`src/rtl/quad_stager.sv`:
```
module quad_stager #(
  parameter int          ADDR_W    = 9,
  parameter logic [31:0] RESET_VAL = 32'h0F0A0500
) (
  input  logic              clk,
  input  logic              rst_n,
  input  logic              half_mode,
  input  logic [ADDR_W-1:0] host_addr,
  input  logic [15:0]       host_wdata,
  input  logic [1:0]        host_be,
  input  logic              host_we,
  input  logic              host_re,
  output logic [15:0]       host_rdata,
  output logic              reg_we,
  output logic [ADDR_W-2:0] reg_addr,
  output logic [31:0]       reg_wdata
);
  localparam int SEL = ADDR_W - 1;

  logic [31:0] stage_q;
  logic [3:0]  lane_en;
  logic [31:0] lane_data;
  logic [31:0] merged;
  wire         commit = host_we & host_addr[SEL];
  wire         stage_wr = host_we & ~host_addr[SEL];

  always_comb begin
    if (half_mode) begin
      lane_en   = host_addr[1] ? {host_be, 2'b00} : {2'b00, host_be};
      lane_data = {2{host_wdata}};
    end else begin
      lane_en   = 4'b0001 << host_addr[1:0];
      lane_data = {4{host_wdata[7:0]}};
    end
  end

  for (genvar g = 0; g < 4; g++) begin : g_lane
    assign merged[8*g +: 8] = lane_en[g] ? lane_data[8*g +: 8] : stage_q[8*g +: 8];
  end

  always_ff @(posedge clk or negedge rst_n) begin
    if (!rst_n) stage_q <= RESET_VAL;
    else if (stage_wr) stage_q <= merged;
  end

  always_ff @(posedge clk or negedge rst_n) begin
    if (!rst_n) begin
      reg_we    <= 1'b0;
      reg_addr  <= '0;
      reg_wdata <= '0;
    end else begin
      reg_we <= commit;
      if (commit) begin
        reg_addr  <= {host_addr[SEL-1:2], 2'b00};
        reg_wdata <= merged;
      end
    end
  end

  assign host_rdata = (!host_re || host_addr[SEL]) ? 16'h0 :
                      half_mode ? (host_addr[1] ? stage_q[31:16] : stage_q[15:0]) :
                      {8'h00, stage_q[8*host_addr[1:0] +: 8]};

  AST_COMMIT_STROBE: assert property (@(posedge clk) disable iff (!rst_n)
    (host_we && host_addr[SEL]) |=> reg_we);
  AST_NO_STRAY_STROBE: assert property (@(posedge clk) disable iff (!rst_n)
    !(host_we && host_addr[SEL]) |=> !reg_we);
  AST_TARGET_ALIGNED: assert property (@(posedge clk) disable iff (!rst_n)
    reg_we |-> reg_addr[1:0] == 2'b00);
  AST_COMMIT_KEEPS_STAGE: assert property (@(posedge clk) disable iff (!rst_n)
    (host_we && host_addr[SEL]) |=> $stable(stage_q));
  AST_IDLE_STAGE_HOLD: assert property (@(posedge clk) disable iff (!rst_n)
    !host_we |=> $stable(stage_q));
  AST_RDATA_QUIET: assert property (@(posedge clk) disable iff (!rst_n)
    (!host_re || host_addr[SEL]) |-> host_rdata == 16'h0);
endmodule

```
`config.mk`:
```
export PLATFORM = sky130hd
export DESIGN_NAME = quad_stager
export DESIGN_NICKNAME = d
export VERILOG_FILES = /design/src/rtl/quad_stager.sv
export SDC_FILE = /design/constraint.sdc
export NUM_CORES = 1
export LEC_CHECK = 0
export BUFFER_PORTS_ARGS = -buffer_cell sky130_fd_sc_hd__buf_2
export CORE_UTILIZATION = 53
export DETAILED_ROUTE_END_ITERATION = 10
export GPL_TIMING_DRIVEN = 1
export PLACE_DENSITY = 0.79
export SLEW_MARGIN = 10
export SYNTH_ARGS = -nofsm -noshare
export SYNTH_HDL_FRONTEND = slang
export SYNTH_SLANG_ARGS = --single-unit
```
`constraint.sdc`:
```
create_clock -name clk -period 1 [get_ports clk]
set_input_delay 0.05 -clock clk [delete_from_list [all_inputs] [get_ports clk]]
set_output_delay 0.05 -clock clk [all_outputs]
set_load 0.05 [all_outputs]
```
## Word level (Yosys, flattened, before mapping)

Cells that the tools add are included.

| word-level totals | value |
|---|---|
| output and inout port bits | 57 |
| bits in registers | 71 |
| word-level logic and storage cells | 21 |
| input bits | 32 |

| operators by class | value |
|---|---|
| reductions and logical operators | 2 |
| bitwise gates (word level) | 3 |
| shifts and indexed selects | 2 |
| multiplexer cells | 10 |

Operators with widths:

| operator | number |
|---|---|
| $mux 16 | 3 |
| $mux 32 | 1 |
| $mux 8 | 4 |
| $shiftx 32x6->8 | 1 |
| $mux 4 | 2 |
| $shl 1x2->4 const A | 1 |
| $and 1x1->1 | 2 |
| $logic_not 1->1 | 1 |
| $logic_or 1x1->1 | 1 |
| $not 1->1 | 1 |

## Depth between registers and ports, before layout

Gate-level depths: netlist (run 1).

| logic depth | value |
|---|---|
| depth after elaboration | 3 |
| depth in mapped cells | 5 |
| gate-level depth less buffers | 4 |

## Worst setup path after synthesis (run 1)

No wires, ideal clock.

| path | value |
|---|---|
| path type | input port to output port |
| start point | in host_addr[1] |
| end point | out host_rdata[2] |
| path slack | -0.918 ns |
| data required time | 0.950 ns |
| path buffers | 3 |
| cell stages on the path | 5 |
| arrival | 1.868 ns |
| path through | clkbuf_1 > buf_2 > buf_2 > a211oi_1 > a211oi_1 |

| between the ends | value |
|---|---|
| word-level cells in the longest chain between the ends | 3 |
| elaborated cells on any way between the ends | 4 |
| those cells by class | shift: 1; mux: 3 |

RTL lines:

| element | RTL line | text |
|---|---|---|
| start: declaration | 8 | `input logic [ADDR_W-1:0] host_addr,` |
| $shiftx 32x6->8 or $mux 16 (tied branches) | 62, 61 |  |
| $mux 16 (*) | 61 | `half_mode ? (host_addr[1] ? stage_q[31:16] : stage_q[15:0]) :` |
| $mux 16 (*) | 60 | `assign host_rdata = (!host_re \|\| host_addr[SEL]) ? 16'h0 :` |
| end: declaration | 13 | `output logic [15:0] host_rdata,` |

Mark *: on every way between the ends. The rest lies on a longest branch, timed or not.

## Final worst setup path (run 1)

| path | value |
|---|---|
| start point | reg stage_q[3] |
| end point | out host_rdata[3] |

| between the ends | value |
|---|---|
| word-level cells in the longest chain between the ends | 3 |
| elaborated cells on any way between the ends | 4 |
| those cells by class | shift: 1; mux: 3 |

RTL lines:

| element | RTL line | text |
|---|---|---|
| start: declaration | 20 | `logic [31:0] stage_q;` |
| start signal: assignment | 43 | `else if (stage_wr) stage_q <= merged;` |
| $shiftx 32x6->8 or $mux 16 (tied branches) | 62, 61 |  |
| $mux 16 (*) | 61 |  |
| $mux 16 (*) | 60 |  |

Marked as above.

==> impl_metrics.env, run 1 <==
export IMPL_grt_pass1_wl_mm=19.7
export IMPL_grt_max_degree=72
export IMPL_timing_rr_start="stage_q[24]"
export IMPL_fin_nets=533
export IMPL_clk_pin_slew_ns=0.08
export IMPL_reg2reg_to="reg_wdata[24]"
export IMPL_rr_worst_depth=4
export IMPL_maxCapViolations=0
export IMPL_violations="DRC, setup timing"
export IMPL_fin_skew_ns=0.00752
export IMPL_io_pins=89
export IMPL_cts_buffers=9
export IMPL_drt_iter0_markers=500
export IMPL_htree_levels=3
export IMPL_cp_required_ns=0.95
export IMPL_design_die_area_um2=7190
export IMPL_fp_dieW_um=84.8
export IMPL_slew_viol_final=0
export IMPL_start_util=0.559
export IMPL_ys_types=32
export IMPL_first_pass_iters=8
export IMPL_n_antenna_cell=0
export IMPL_cp_cell_sequence="nor2b_1, a211oi_2, a211oi_4, buf_6"
export IMPL_drive_gt1_frac=0.571
export IMPL_fin_tns_setup_ns=-8.78
export IMPL_wl_mm=15.1
export IMPL_rsz0062_at_grt="true"
export IMPL_holdPathEnd="stage_q[17]"
export IMPL_cp_max_fo=2
export IMPL_ys_warn_count=0
export IMPL_crit_path_end_kind="primary output"
export IMPL_synth_avg_cell_area_um2=10.4
export IMPL_io_buffers=86
export IMPL_first_global_vias=3882
export IMPL_synth_top_cells_by_count="dfrtp_1 (63), mux2_2 (39), nand2_1 (35)"
export IMPL_synth_seq_area_share=0.492
export IMPL_core_um2=6490
export IMPL_critPathKind="flop to primary output"
export IMPL_ys_flop_type="dfrtp_1"
export IMPL_status="finished, violations left"
export IMPL_yosysTopAreaCell="dfrtp_1"
export IMPL_track_usage=0.362
export IMPL_ff2ff_setup_slack_ns=-0.19
export IMPL_synth_edf_count=0
export IMPL_clk_insertion_delay_late_ns=0.35
export IMPL_ys_async_sr_fraction=1.00
export IMPL_crit_arrival_ns=1.55
export IMPL_yosysMostFrequentCell="dfrtp_1"
export IMPL_hp_start="host_wdata[1]"
export IMPL_timing_final_crit_share=1.60
export IMPL_dp_slack_ns=-0.337
export IMPL_rows=29
export IMPL_die_y_um=84.8
export IMPL_max_slew_margin=0.629
export IMPL_setup_violations=30
export IMPL_clock_sinks=71
export IMPL_worst_pin_slew_ns=0.546
export IMPL_period_needed_ns=1.60
export IMPL_place_congestion=0.836
export IMPL_synth_area_top_cells="dfrtp_1 (43%), mux2_2 (12%), o31ai_1 (6.4%)"
export IMPL_synth_cells=349
export IMPL_wl_per_cell_um=25.9
export IMPL_routed_via_density=6.83
export IMPL_antenna_found_initial=0
export IMPL_clk_path_buf_depth=2
export IMPL_area_growth_pct=61.9
export IMPL_antenna_left=0
export IMPL_setup_ws_ns=-0.597
export IMPL_vdd_drop_max_mv=1.61
export IMPL_max_stage_delay_ns=0.38
export IMPL_holdCritPathClass="input port to flop"
export IMPL_whs_path_depth=2
export IMPL_grt_overflow_total=0
export IMPL_cts_tree="yes"
export IMPL_fmax_mhz=626
export IMPL_drc=9
export IMPL_worst_path_max_delay_cell="dfrtp_1"
export IMPL_cts_root_buf="clkbuf_8"
export IMPL_synth_top_area_share=0.434
export IMPL_ys_ff_latch=71
export IMPL_p_leak_nw=2.60
export IMPL_worstSetupStartpointType="flop"
export IMPL_syn_cell_area_um2=3630
export IMPL_routed_via_count=3979
export IMPL_fill_cells=227
export IMPL_p_per_area_nw_per_um2=2130
export IMPL_hold_violations=0
export IMPL_hpwl_mm=7.33
[state kept, by name, summed over array words and instances, names as in the netlist]
signal,cells
reg_addr,6
reg_we,1
reg_wdata,32
stage_q,32
[worst max-delay path: cells and delay by family, from the launching register on]
family	cells	cell delay [ns]
flip-flops	1	0.38
AO/OA/AOI/OAI	2	0.34
AND/OR/NAND/NOR	1	0.29
buffers and inverters	1	0.20
[cells in the final DEF, fill, tap and decap left out, types with 18 or more instances in the layout]
cell,netlist,routed
buf_4,2,70
buf_6,2,49
o31ai_1,31,27
mux2_4,1,18
buf_2,16,33
nand2_1,35,35
mux2_2,39,22
dfrtp_1,63,63
[through the flow]
stage | utilization | hold WS (ns) | std cells | total power [mW] | cell area [µm²]
floorplan | - | -0.246 | 350 | 6.77 | 4030
global placement | 0.772 | 0.104 | 555 | 8.21 | 5020
detailed placement | 0.772 | 0.107 | 555 | 8.37 | 5020
CTS | 0.867 | 0.00879 | 579 | 11.7 | 5630
global route | 0.905 | 0.0182 | 583 | 12.8 | 5880
finish | 0.905 | 0.0262 | 583 | 12.5 | 5880
[how the worst max path moves through the flow]
stage	start	end	slack (ns)	cells after the start
3_3_place_gp	half_mode	stage_q[22]	-0.25	6
2_1_floorplan	stage_q[25]	host_rdata[1]	-0.20	2
3_5_place_dp	half_mode	reg_wdata[10]	-0.34	6
4_1_cts	stage_q[27]	host_rdata[3]	-0.51	3
5_1_grt	stage_q[30]	host_rdata[6]	-0.67	3
6_report	stage_q[3]	host_rdata[3]	-0.60	4
[cell families (layout without fill, tap and decap cells)]
kind of cell,count (synthesis),in the layout,synth area share
AND/OR/NAND/NOR,111,111,0.151
AO/OA/AOI/OAI,80,80,0.150
flip-flops,71,71,0.492
multiplexers,50,50,0.156
buffers and inverters,36,192,0.0493
other,1,2,0.00103
[cell type report]
class	instances	area, µm²	share of cell area
clock buffers	9	124	0.0211
clock inverters	7	120	0.0204
inverters	2	7.51	0.00128
multi-input cells	243	2150	0.366
flip-flops and latches	71	1790	0.304
well taps	77	96.3	0.0164
repair buffers	174	1600	0.271
[repair_timing]
| item | CTS | global route |
|---|---|---|
| cloned | 0 | 1 |
| endpoints found under the setup margin | 61 | 57 |
| resized for setup | 89 | 55 |
| hold buffers | 7 | 0 |
| endpoints found under the hold margin | 69 | 0 |
| pin swaps | 8 | 10 |
| buffers inserted | 3 | 6 |
[per-layer routing]
metal  part of all wire  global-route usage  wire length [µm]
met5                  0                   0                 0
met4              0.067               0.169              1020
met3              0.092              0.0600              1380
met2               0.49               0.654              7470
met1               0.35               0.418              5230
[power by group]
| part | switching [mW] | internal, mW |
|---|---|---|
| sequential | 0.608 | 3.55 |
| combinational | 3.05 | 2.41 |
| clock | 1.22 | 1.67 |
Note: power is estimated with default switching activity, not from simulation.
==> inputs of run 2 (changes only) <==
ABC_AREA = 1   (was default)
CORE_UTILIZATION = 54   (was 53)
PLACE_DENSITY = 0.8   (was 0.79)
==> impl_metrics.env, run 2 <==
export IMPL_status="finished, violations left"
export IMPL_violations="setup timing"
export IMPL_clk_path_buf_depth=2
export IMPL_holdWs_ns=0.131
export IMPL_synth_top_cells_by_count="nand2_1 (226), nand3_1 (80), dfrtp_1 (63)"
export IMPL_fill_cells=370
export IMPL_startpoint="stage_q[17]"
export IMPL_slew_viol_final=0
export IMPL_crit_path_end_kind="primary output"
export IMPL_io_pins=89
export IMPL_drt_iter0_markers=419
export IMPL_hpwl_mm=7.64
export IMPL_p_int_mw=7.07
export IMPL_clock_sinks=71
export IMPL_setup_violations=22
export IMPL_cts_tree="yes"
export IMPL_crit_arrival_ns=1.51
export IMPL_rows=30
export IMPL_seq_area_um2=1790
export IMPL_first_global_vias=4146
export IMPL_design_die_area_um2=7450
export IMPL_track_usage=0.344
export IMPL_core_um2=6830
export IMPL_maxCapViolations=0
export IMPL_clk_insertion_delay_late_ns=0.35
export IMPL_p_total_mw=11.5
export IMPL_p_leak_nw=3.10
export IMPL_hold_violations=0
export IMPL_p_per_area_nw_per_um2=1980
export IMPL_cp_max_fo=2
export IMPL_worstSetupStartpointType="flop"
export IMPL_holdCritPathClass="input port to flop"
export IMPL_ys_async_sr_fraction=1.00
export IMPL_fp_dieW_um=86.3
export IMPL_p_seq_frac=0.336
export IMPL_yosysTopAreaCell="dfrtp_1"
export IMPL_swShare=0.383
export IMPL_ys_types=24
export IMPL_critPathKind="flop to primary output"
export IMPL_rsz0062_at_grt="true"
export IMPL_layout_common_cells="nand2_1 (208), nand3_1 (68), buf_4 (64)"
export IMPL_n_antenna_cell=0
export IMPL_cp_cell_sequence="inv_2, nand2_2, o211ai_1, a21oi_4, buf_6"
export IMPL_yosysMostFrequentCell="nand2_1"
export IMPL_antenna_found_initial=0
export IMPL_io_buffers=86
export IMPL_drive_gt1_frac=0.392
export IMPL_wl_mm=13.1
export IMPL_final_common_cell="nand2_1"
export IMPL_grt_max_degree=72
export IMPL_reg_largest_list="reg_wdata: 32 flops, stage_q: 32 flops, reg_addr: 6 flops"
export IMPL_synth_cells=539
export IMPL_fin_skew_ns=0.00947
export IMPL_cp_required_ns=0.95
export IMPL_power_switching_mw=4.38
export IMPL_worst_path_max_delay_cell="dfstp_2"
export IMPL_vdd_drop_max_mv=1.33
export IMPL_combPwrFrac=0.385
export IMPL_synth_seq_area_share=0.465
export IMPL_hp_start="host_wdata[2]"
export IMPL_drc=0
export IMPL_routed_via_density=5.58
export IMPL_final_core_util=0.848
export IMPL_cts_root_buf="clkbuf_8"
export IMPL_setup_ws_ns=-0.558
export IMPL_cts_buffers=9
export IMPL_synth_avg_cell_area_um2=7.12
export IMPL_place_congestion=0.944
export IMPL_htree_levels=3
export IMPL_fmax_mhz=642
export IMPL_routed_via_count=4347
export IMPL_start_util=0.562
export IMPL_area_growth_pct=50.8
export IMPL_first_pass_iters=5
export IMPL_grt_overflow_total=0
export IMPL_multi_input_area_um2=2010
export IMPL_synth_area_top_cells="dfrtp_1 (41%), nand2_1 (22%), nand3_1 (10%)"
export IMPL_fin_tns_setup_ns=-7.00
export IMPL_antenna_left=0
export IMPL_clkPwrFrac=0.279
export IMPL_grt_pass1_wl_mm=19.7
export IMPL_die_y_um=86.3
export IMPL_syn_cell_area_um2=3840
export IMPL_ys_ff_latch=71
export IMPL_period_needed_ns=1.56
export IMPL_fin_nets=710
export IMPL_ys_warn_count=0
export IMPL_max_stage_delay_ns=0.55
export IMPL_synth_edf_count=0
export IMPL_clk_pin_slew_ns=0.09
export IMPL_synth_top_area_share=0.411
export IMPL_timing_rr_start="stage_q[17]"
export IMPL_timing_final_crit_share=1.56
export IMPL_wl_per_cell_um=16.8
export IMPL_ys_flop_type="dfrtp_1"
## run 2: cell types whose count changed after synthesis, moves of 8 or more
| cell | before | now |
|---|---|---|
| nand2_1 | 35 | 226 |
| nand3_1 | 0 | 80 |
| inv_1 | 2 | 62 |
| mux2_2 | 39 | 0 |
| o31ai_1 | 31 | 0 |
| o21ai_0 | 0 | 21 |
| a211oi_1 | 16 | 0 |
| a31oi_1 | 16 | 0 |
| nor3_1 | 16 | 0 |
| a21oi_1 | 16 | 1 |
| nor2b_1 | 10 | 0 |
| mux2i_1 | 8 | 0 |
## run 2: through the flow
step / setup WS, ns / std cells / area [µm²]
floorplan: -0.132 / 540 / 3970
global placement: -0.377 / 752 / 4890
detailed placement: -0.377 / 752 / 4890
CTS: -0.505 / 779 / 5540
global route: -0.615 / 779 / 5790
finish: -0.558 / 779 / 5790
## run 2: final cells by class
type / instances / share of cell area
Timing Repair Buffer: 153 / 0.234
Multi-Input combinational cell: 379 / 0.347
Tap cell: 96 / 0.0207
Clock inverter: 5 / 0.0220
Sequential cell: 71 / 0.308
Inverter: 64 / 0.0423
Clock buffer: 11 / 0.0261
## run 2: worst paths after layout
| path | to | slack, ns | depth (start not counted) |
|---|---|---|---|
| min in group asynchronous | reg_wdata[5] | 0.23 | 3 |
| min | stage_q[2] | 0.13 | 5 |
| max reg2reg | stage_q[17] | -0.05 | 5 |
| min reg2reg | reg_wdata[17] | 0.48 | 2 |
| max | host_rdata[1] | -0.56 | 5 |
| max in group asynchronous | stage_q[8] | 0.38 | 3 |
## run 2: kinds of logic after synthesis
kind of cell | synth area share
flops | 0.465
simple gates | 0.399
buf+inv | 0.103
compound gates | 0.0319
other cells | 0.000977
## run 2: critical path, delay by kind of cell (launching register included)
kind | cells | cell delay [ns]
buf+inv | 2 | 0.23
simple gates | 1 | 0.05
compound gates | 2 | 0.32
flops | 1 | 0.55
## run 2: routing by layer
layer,global-route usage,routed length (µm),vias up
met5,0,0,-
met4,0.177,452,0
met3,0.0800,1180,46
met2,0.547,6380,286
met1,0.441,5040,2053
li1,-,-,1962
## run 2: timing repair
item	in CTS	in global routing
setup endpoints to repair	54	52
pin swaps	19	17
buffers inserted	4	4
resized for setup	118	73
endpoints found under the hold margin	69	0
hold buffers	7	0
## run 2: power groups by stage
stage                     registers (mW)  logic [mW]  clock network [mW]
after floorplan                     4.78        1.42                   0
after global placement              3.78        3.53                   0
after detailed placement            3.80        3.59                   0
after CTS                           3.79        4.02                3.18
after global routing                3.89        4.70                3.33
final                               3.85        4.41                3.20
==> inputs of run 3 (changes only) <==
CORE_UTILIZATION = 42   (was 54)
PLACE_DENSITY = 0.65   (was 0.8)
==> impl_metrics.env, run 3 (synthesis gave the netlist of run 2 again) <==
export IMPL_status="finished, violations left"
export IMPL_worst_path_max_delay_cell="dfstp_2"
export IMPL_fin_skew_ns=0.00739
export IMPL_antenna_left=0
export IMPL_cp_cell_sequence="inv_2, nand2_2, o211ai_1, a21oi_4, buf_6"
export IMPL_hold_violations=0
export IMPL_cts_buffers=9
export IMPL_design_die_area_um2=9530
export IMPL_fill_cells=780
export IMPL_cts_root_buf="clkbuf_8"
export IMPL_first_pass_iters=7
export IMPL_multi_input_area_um2=1950
export IMPL_critPathKind="flop to primary output"
export IMPL_wl_per_cell_um=14.9
export IMPL_grt_overflow_total=0
export IMPL_area_growth_pct=46.4
export IMPL_drt_iter0_markers=251
export IMPL_track_usage=0.253
export IMPL_reg_largest_list="reg_wdata: 32 flops, stage_q: 32 flops, reg_addr: 6 flops"
export IMPL_setup_violations=17
export IMPL_grt_pass1_wl_mm=18.9
export IMPL_dp_slack_ns=-0.325
export IMPL_clk_path_buf_depth=2
export IMPL_first_global_vias=3919
export IMPL_max_stage_delay_ns=0.55
export IMPL_vdd_drop_max_mv=1.11
export IMPL_core_um2=8810
export IMPL_reg2reg_to="reg_wdata[17]"
export IMPL_n_antenna_cell=0
export IMPL_rr_worst_depth=5
export IMPL_clk_pin_slew_ns=0.08
export IMPL_clk_insertion_delay_late_ns=0.34
export IMPL_cts_tree="yes"
export IMPL_ff2ff_setup_slack_ns=0
export IMPL_die_y_um=97.6
export IMPL_cp_max_fo=2
export IMPL_cp_required_ns=0.95
export IMPL_fp_dieW_um=97.6
export IMPL_clock_sinks=71
export IMPL_io_pins=89
export IMPL_crit_buf_inv=2
export IMPL_violations="DRC, setup timing"
export IMPL_p_total_mw=10.4
export IMPL_holdWs_ns=0.149
export IMPL_whs_path_depth=5
export IMPL_startpoint="stage_q[17]"
export IMPL_hp_start="host_wdata[0]"
export IMPL_p_per_area_nw_per_um2=1850
export IMPL_p_leak_nw=3.05
export IMPL_htree_levels=3
export IMPL_holdPathEnd="stage_q[0]"
export IMPL_io_buffers=86
export IMPL_place_congestion=0.904
export IMPL_final_core_util=0.638
export IMPL_layout_common_cells="nand2_1 (214), buf_4 (68), nand3_1 (67)"
export IMPL_rsz0062_at_grt="true"
export IMPL_fmax_mhz=654
export IMPL_setup_ws_ns=-0.528
export IMPL_fin_tns_setup_ns=-7.22
export IMPL_timing_final_crit_share=1.53
export IMPL_fin_nets=709
export IMPL_critical_path_top_delay_family="flip-flops"
export IMPL_worstSetupStartpointType="flop"
export IMPL_slew_viol_final=0
export IMPL_drc=4
export IMPL_holdCritPathClass="input port to flop"
export IMPL_routed_via_density=5.01
export IMPL_period_needed_ns=1.53
export IMPL_rows=34
export IMPL_wl_mm=11.8
export IMPL_maxCapViolations=0
export IMPL_final_common_cell="nand2_1"
export IMPL_seq_area_um2=1790
export IMPL_start_util=0.436
export IMPL_crit_path_end_kind="primary output"
export IMPL_grt_max_degree=72
export IMPL_routed_via_count=3959
export IMPL_antenna_found_initial=0
export IMPL_drive_gt1_frac=0.353
export IMPL_hpwl_mm=8.14
export IMPL_timing_rr_start="stage_q[17]"
export IMPL_crit_arrival_ns=1.48
-- run 3: cell count changes in the layout (fill, tap and decap cells not counted), moves of 4 or more --
cell     delta
inv_2      -10
nand2_1     +6
nand2_2     -7
inv_1      +11
o21ai_1     +5
o21ai_2     -4
buf_4       +4
-- run 3: what timing repair did --
| item | 4_1_cts | 5_1_grt |
|---|---|---|
| endpoints found under the setup margin | 55 | 62 |
| hold buffers | 7 | 0 |
| endpoints found under the hold margin | 69 | 0 |
| buffers inserted | 3 | 4 |
| gates resized for setup | 92 | 65 |
| pin swaps | 5 | 10 |
-- run 3: worst max-delay path by stage --
| stage | slack (ns) | cells past startpoint | end |
|---|---|---|---|
| floorplan | -0.13 | 4 | host_rdata[1] |
| global placement | -0.32 | 5 | host_rdata[0] |
| detailed placement | -0.32 | 5 | host_rdata[0] |
| CTS | -0.53 | 5 | host_rdata[1] |
| global route | -0.57 | 5 | host_rdata[1] |
| finish | -0.53 | 5 | host_rdata[1] |
-- run 3: per-layer routing --
metal | track usage | vias up | part of all wire
met3 | 0.0496 | 18 | 0.059
met4 | 0.0909 | 0 | 0.021
li1 | - | 1966 | -
met1 | 0.345 | 1832 | 0.46
met5 | 0 | - | 0
met2 | 0.401 | 143 | 0.46
-- run 3: layout make-up --
type,count,area share
multi-input cells,379,0.346
repair buffers,152,0.234
clock buffers,10,0.0245
flip-flops and latches,71,0.318
well taps,108,0.0240
inverters,64,0.0432
clock inverters,6,0.0107
-- run 3: power breakdown --
part	total, mW	switching, mW	leakage, nW	internal, mW
sequential	3.84	0.385	0.871	3.45
combinational	4.18	2.66	2.08	1.53
clock	2.36	1.16	0.0981	1.21
-- run 3: tightest hold or removal path, cell delays in order --
cell     delay, ns
buf_2         0.08
inv_1         0.07
nand4_1       0.12
nand3_1       0.08
nand2_1       0.06
-- run 3: stage by stage --
| step | instances | area (µm²) |
|---|---|---|
| floorplan | 540 | 3970 |
| global placement | 763 | 4870 |
| detailed placement | 763 | 4870 |
| CTS | 789 | 5390 |
| global route | 790 | 5620 |
| finish | 790 | 5620 |
